$ cat src/rtl/ecap_pkg.sv
package ecap_pkg;
   localparam int unsigned ECAP_TW_DEF    = 16;
   localparam int unsigned ECAP_SYNC_DEF  = 2;
   localparam int unsigned ECAP_FILT_DEF  = 4;

   typedef enum logic {
      ECAP_FALL = 1'b0,
      ECAP_RISE = 1'b1
   } ecap_pol_e;

   // returns 1 when a level change matches the requested polarity
   function automatic logic ecap_hit(input logic lvl_now, input logic lvl_old,
                                     input ecap_pol_e pol);
      return (lvl_now != lvl_old) && (lvl_now == logic'(pol));
   endfunction
endpackage

$ cat src/rtl/ecap_sync.sv
module ecap_sync #(
   parameter int unsigned STAGES = 2
) (
   input  logic clk_i,
   input  logic rst_i,
   input  logic d_i,
   output logic q_o
);
   generate
      if (STAGES < 2) begin : g_bad_stages
         $error("ecap_sync: STAGES must be at least 2");
      end
   endgenerate

   logic [STAGES-1:0] chain_q;

   always_ff @(posedge clk_i) begin
      if (rst_i) begin
         chain_q <= '0;
      end else begin
         chain_q <= {chain_q[STAGES-2:0], d_i};
      end
   end

   assign q_o = chain_q[STAGES-1];
endmodule

$ cat src/rtl/ecap_filter.sv
module ecap_filter #(
   parameter int unsigned FILT_LEN = 4
) (
   input  logic clk_i,
   input  logic rst_i,
   input  logic smp_i,
   input  logic filt_en_i,
   output logic lvl_o
);
   localparam int unsigned HLEN = FILT_LEN - 1;

   generate
      if (FILT_LEN < 2) begin : g_bad_len
         $error("ecap_filter: FILT_LEN must be at least 2");
      end
   endgenerate

   logic [HLEN-1:0] hist_q;
   logic [FILT_LEN-1:0] window;
   logic all_hi, all_lo, lvl_q, lvl_d;

   // history of earlier samples; the register shape depends on its length
   generate
      if (HLEN == 1) begin : g_hist_one
         always_ff @(posedge clk_i) begin
            if (rst_i) hist_q <= '0;
            else       hist_q <= smp_i;
         end
      end else begin : g_hist_shift
         always_ff @(posedge clk_i) begin
            if (rst_i) hist_q <= '0;
            else       hist_q <= {hist_q[HLEN-2:0], smp_i};
         end
      end
   endgenerate

   assign window = {hist_q, smp_i};
   assign all_hi = &window;
   assign all_lo = ~|window;

   always_comb begin
      lvl_d = lvl_q;
      if (!filt_en_i) begin
         lvl_d = smp_i;
      end else if (all_hi) begin
         lvl_d = 1'b1;
      end else if (all_lo) begin
         lvl_d = 1'b0;
      end
   end

   always_ff @(posedge clk_i) begin
      if (rst_i) lvl_q <= 1'b0;
      else       lvl_q <= lvl_d;
   end

   assign lvl_o = lvl_q;
endmodule

$ cat src/rtl/ecap_latch.sv
module ecap_latch
   import ecap_pkg::*;
#(
   parameter int unsigned TW = 16
) (
   input  logic          clk_i,
   input  logic          rst_i,
   input  logic          lvl_i,
   input  ecap_pol_e     pol_i,
   input  logic [TW-1:0] timer_i,
   output logic [TW-1:0] cap_o,
   output logic          evt_o
);
   logic          prev_q;
   logic          hit;
   logic [TW-1:0] cap_q;
   logic          evt_q;

   assign hit = ecap_hit(lvl_i, prev_q, pol_i);

   always_ff @(posedge clk_i) begin
      if (rst_i) begin
         prev_q <= 1'b0;
         evt_q  <= 1'b0;
         cap_q  <= '0;
      end else begin
         prev_q <= lvl_i;
         evt_q  <= hit;
         if (hit) cap_q <= timer_i;
      end
   end

   assign cap_o = cap_q;
   assign evt_o = evt_q;
endmodule

$ cat src/rtl/ecap_unit.sv
module ecap_unit
   import ecap_pkg::*;
#(
   parameter int unsigned TW          = ECAP_TW_DEF,
   parameter int unsigned SYNC_STAGES = ECAP_SYNC_DEF,
   parameter int unsigned FILT_LEN    = ECAP_FILT_DEF
) (
   input  logic          clk_i,
   input  logic          rst_i,
   input  logic          cap_pin_i,
   input  logic [TW-1:0] timer_i,
   input  logic          edge_rise_i,
   input  logic          filt_en_i,
   output logic [TW-1:0] cap_o,
   output logic          evt_o
);
   generate
      if (TW < 1) begin : g_bad_tw
         $error("ecap_unit: TW must be positive");
      end
   endgenerate

   logic sync_w;
   logic lvl_w;
   ecap_pol_e pol_w;

   assign pol_w = ecap_pol_e'(edge_rise_i);

   ecap_sync #(.STAGES(SYNC_STAGES)) u_sync (
      .clk_i (clk_i),
      .rst_i (rst_i),
      .d_i   (cap_pin_i),
      .q_o   (sync_w)
   );

   ecap_filter #(.FILT_LEN(FILT_LEN)) u_filt (
      .clk_i     (clk_i),
      .rst_i     (rst_i),
      .smp_i     (sync_w),
      .filt_en_i (filt_en_i),
      .lvl_o     (lvl_w)
   );

   ecap_latch #(.TW(TW)) u_latch (
      .clk_i   (clk_i),
      .rst_i   (rst_i),
      .lvl_i   (lvl_w),
      .pol_i   (pol_w),
      .timer_i (timer_i),
      .cap_o   (cap_o),
      .evt_o   (evt_o)
   );
endmodule

$ cat config.mk
export PLATFORM = sky130hd
export DESIGN_NAME = ecap_unit
export DESIGN_NICKNAME = d
export VERILOG_FILES = /design/src/rtl/ecap_pkg.sv /design/src/rtl/ecap_sync.sv /design/src/rtl/ecap_filter.sv /design/src/rtl/ecap_latch.sv /design/src/rtl/ecap_unit.sv
export SDC_FILE = /design/constraint.sdc
export NUM_CORES = 1
export LEC_CHECK = 0
export ABC_AREA = 0
export CAP_MARGIN = 0
export CORE_MARGIN = 2
export CORE_UTILIZATION = 25
export CTS_BUF_LIST = sky130_fd_sc_hd__clkbuf_8
export CTS_CLUSTER_DIAMETER = 120
export DETAILED_ROUTE_END_ITERATION = 7
export PLACE_DENSITY = 0.54
export REMOVE_ABC_BUFFERS = 1
export SLEW_MARGIN = 20
export SYNTH_ARGS = -nofsm -noshare
export SYNTH_HDL_FRONTEND = slang
export SYNTH_SLANG_ARGS = --single-unit
$ cat constraint.sdc
create_clock -name clk_i -period 1.2 [get_ports clk_i]
set_input_delay 0.24 -clock clk_i [delete_from_list [all_inputs] [get_ports clk_i]]
set_output_delay 0.24 -clock clk_i [all_outputs]
set_load 0.01 [all_outputs]
==> results of run 1 <==
-- cells in the final DEF (no fill, tap or decap) --
master,n
a21oi_4,1
or4_4,1
clkbuf_16,2
mux2i_1,15
dlygate4sd2_1,17
nand2_1,1
nand3_1,1
buf_4,1
nor3b_4,1
nor2b_4,1
clkdlybuf4s50_1,19
dfxtp_1,21
clkbuf_8,3
nand2b_1,32
dlymetal6s2s_1,1
bufinv_16,1
a32o_1,1
nor2_1,1
mux2i_2,1
dfxtp_2,3
buf_12,5
nor2b_1,6
-- metrics by stage --
| step | TNS [ns] | hold slack [ns] | power [uW] |
|---|---|---|---|
| finish | 0 | 0.450 | 1710 |
| global route | -0.348 | 0.487 | 1780 |
| CTS | 0 | 0.457 | 1720 |
| detailed placement | -10.47 | 0.440 | 1020 |
| global placement | -9.23 | 0.420 | 1010 |
| floorplan | 0 | 0.312 | 885 |
-- path summary, 6_finish.rpt --
| path | startpoint | end | slack (ns) | cells after the start |
|---|---|---|---|---|
| setup / recovery | u_latch.prev_q$_SDFF_PP0_ | u_latch.cap_o[13]$_SDFFE_PP0P_ | 0.02 | 4 |
| hold reg to reg | u_sync.chain_q[0]$_SDFF_PP0_ | u_sync.chain_q[1]$_SDFF_PP0_ | 0.45 | 1 |
| hold / removal | u_sync.chain_q[0]$_SDFF_PP0_ | u_sync.chain_q[1]$_SDFF_PP0_ | 0.45 | 1 |
| setup reg to reg | u_latch.prev_q$_SDFF_PP0_ | u_latch.cap_o[13]$_SDFFE_PP0P_ | 0.02 | 4 |
-- repair_timing --
item                       CTS  global route
hold buffers                 0             0
gates cloned                 0             2
setup endpoints to repair   35            16
pin swaps                    1             2
buffers inserted             2             0
resized for setup           19             7
-- cells by family after synthesis --
| group | count (synthesis) | share of synthesized area |
|---|---|---|
| flops | 24 | 0.491 |
| buf+inv | 5 | 0.0358 |
| mux | 16 | 0.164 |
| compound gates | 2 | 0.0269 |
| simple gates | 44 | 0.283 |
-- layer usage --
metal,up-vias,wire length [um],track usage
met4,0,34,0.0536
met2,26,969,0.176
met5,-,0,0
met3,4,99,0.0169
li1,385,-,-
met1,333,1060,0.129
-- worst max-delay path, stage by stage (launching register included) --
cell and delay [ns]:
dfxtp_2 0.34, nor3b_4 0.15, a21oi_4 0.22, clkbuf_16 0.21, mux2i_1 0.18
-- registers in the layout, indices dropped and copies added, names as in the netlist --
signal,count
u_latch.cap_o,16
u_filt.hist_q,3
u_sync.chain_q,2
u_filt.lvl_o,1
u_latch.evt_o,1
u_latch.prev_q,1
-- power by group --
| group | switching (uW) | leakage [uW] | internal, uW |
|---|---|---|---|
| registers | 6.69 | 0.000196 | 809 |
| clock network | 260 | 0.0000357 | 446 |
| logic | 56.6 | 0.000558 | 134 |
| total | 323 | 0.000790 | 1390 |
-- area by class of cell --
class,instances,area (um2)
Tap cell,48,60.1
Fill cell,364,2110
Multi-Input combinational cell,62,484
Timing Repair Buffer,45,509
Clock buffer,3,41.3
Sequential cell,24,484
Clock inverter,1,30.0
==> impl_metrics.py, run 1 <==
metrics = {
    "detailed_routing": {
        "drtIter0Drc": 24,
        "vias": 748,
        "wire_per_inst_um": 11.8,
        "drc": 0,
        "drtPass1Iterations": 2,
        "wl_mm": 2.17,
        "via_per_inst": 4.09,
        "postRouteAntennaNets": 0,
    },
    "final_layout": {
        "nets": 157,
        "drive_gt1_frac": 0.148,
        "antenna_cells": 0,
        "area_delta_synth_final_pct": 64.4,
        "design_area_um2": 1610,
        "finalNonFillerCells": 183,
        "final_util": 0.433,
    },
    "sta": {
        "setup-violations-final": 0,
        "slew_viol_final": 0,
        "min_period_over_period": 0.985,
        "tightest_slew_ns": 0.238,
        "timing.final.ws_setup_ns": 0.0177,
        "fin_skew_ns": 0.00336,
        "grt_setup_unrepaired": "true",
        "final_hold_viol_count": 0,
        "fin_crit_ns": 1.18,
        "slew_headroom": 0.841,
        "fmax_mhz": 846,
    },
    "synthesis": {
        "syn_area_per_cell_um2": 10.8,
        "syn_inst": 91,
        "synth_common_cells": "32 x nand2b_1, 24 x dfxtp_1, 16 x mux2i_1",
        "synth_edf_count": 0,
        "synthDistinctLibCells": 13,
        "synthesis.area_um2": 978,
        "ys_seq_area_frac": 0.491,
        "ys_ff_latch": 24,
        "synth_area_leader_cell": "dfxtp_1",
        "yosysMostFrequentCell": "nand2b_1",
        "netlist.area_leader.share": 0.491,
        "synthTopCellsByArea": "dfxtp_1 49%, nand2b_1 20%, mux2i_1 16%",
        "ys_warn_count": 0,
        "synth_ff_type": "dfxtp_1",
        "synthArstFlopShare": 0,
    },
    "setup_path": {
        "critPathLaunchType": "flop",
        "end_kind": "flop",
        "path_max_fanout": 8,
        "cp.arrival_ns": 1.38,
        "crit_type": "flop to flop",
        "cp.required_ns": 1.40,
    },
    "placement": {
        "place_ws_ns": -0.632,
        "dp.cells": 175,
        "gp_congestion": 0.599,
        "dp_hpwl_mm": 1.51,
        "place.port_buffers": 37,
        "dpl_cell_area_um2": 1450,
    },
    "clock_tree": {
        "clock_path_buffers": 2,
        "cts.sinks": 24,
        "cts_made_buffers": 3,
        "cts_tree": "yes",
        "path_clk_slew_ns": 0.09,
        "cts_root_buffer": "clkbuf_8",
        "insertion_delay_ns": 0.27,
        "h-tree-depth": 1,
    },
    "power_and_ir_drop": {
        "leakage_uw": 0.000790,
        "p_per_area_nw_per_um2": 1060,
        "ir_worst_vdd_uv": 397,
    },
    "grt": {
        "grt_pass1_wl_mm": 3.56,
        "gr-total-overflow": 0,
        "grt.total_usage": 0.105,
        "grt_pass1_vias": 821,
        "antenna_found_initial": 0,
        "grt_max_degree": 18,
    },
    "floorplan": {
        "dieArea_um2": 4430,
        "fp.dieW_um": 66.6,
        "fp.dieH_um": 66.6,
        "ios": 38,
        "num_rows": 22,
        "start_util": 0.263,
        "core_area_um2": 3720,
    },
    "min_path": {
        "hold_class": "flop to flop",
    },
    "run": {
        "maxCapViolCount": 0,
    },
    "outcome": {
        "status": "complete, no violations",
    },
}
No activity file was read; power rests on OpenSTA's default activity.
==> run 2, diff against run 1 <==
--- a/config.mk
+++ b/config.mk
@@ -6,7 +6,6 @@
 export NUM_CORES = 1
 export LEC_CHECK = 0
 export ABC_AREA = 0
-export CAP_MARGIN = 0
 export CORE_MARGIN = 2
 export CORE_UTILIZATION = 25
 export CTS_BUF_LIST = sky130_fd_sc_hd__clkbuf_8
==> results of run 2 <==
The final DEF is identical to that of run 1; final timing and power are the same.
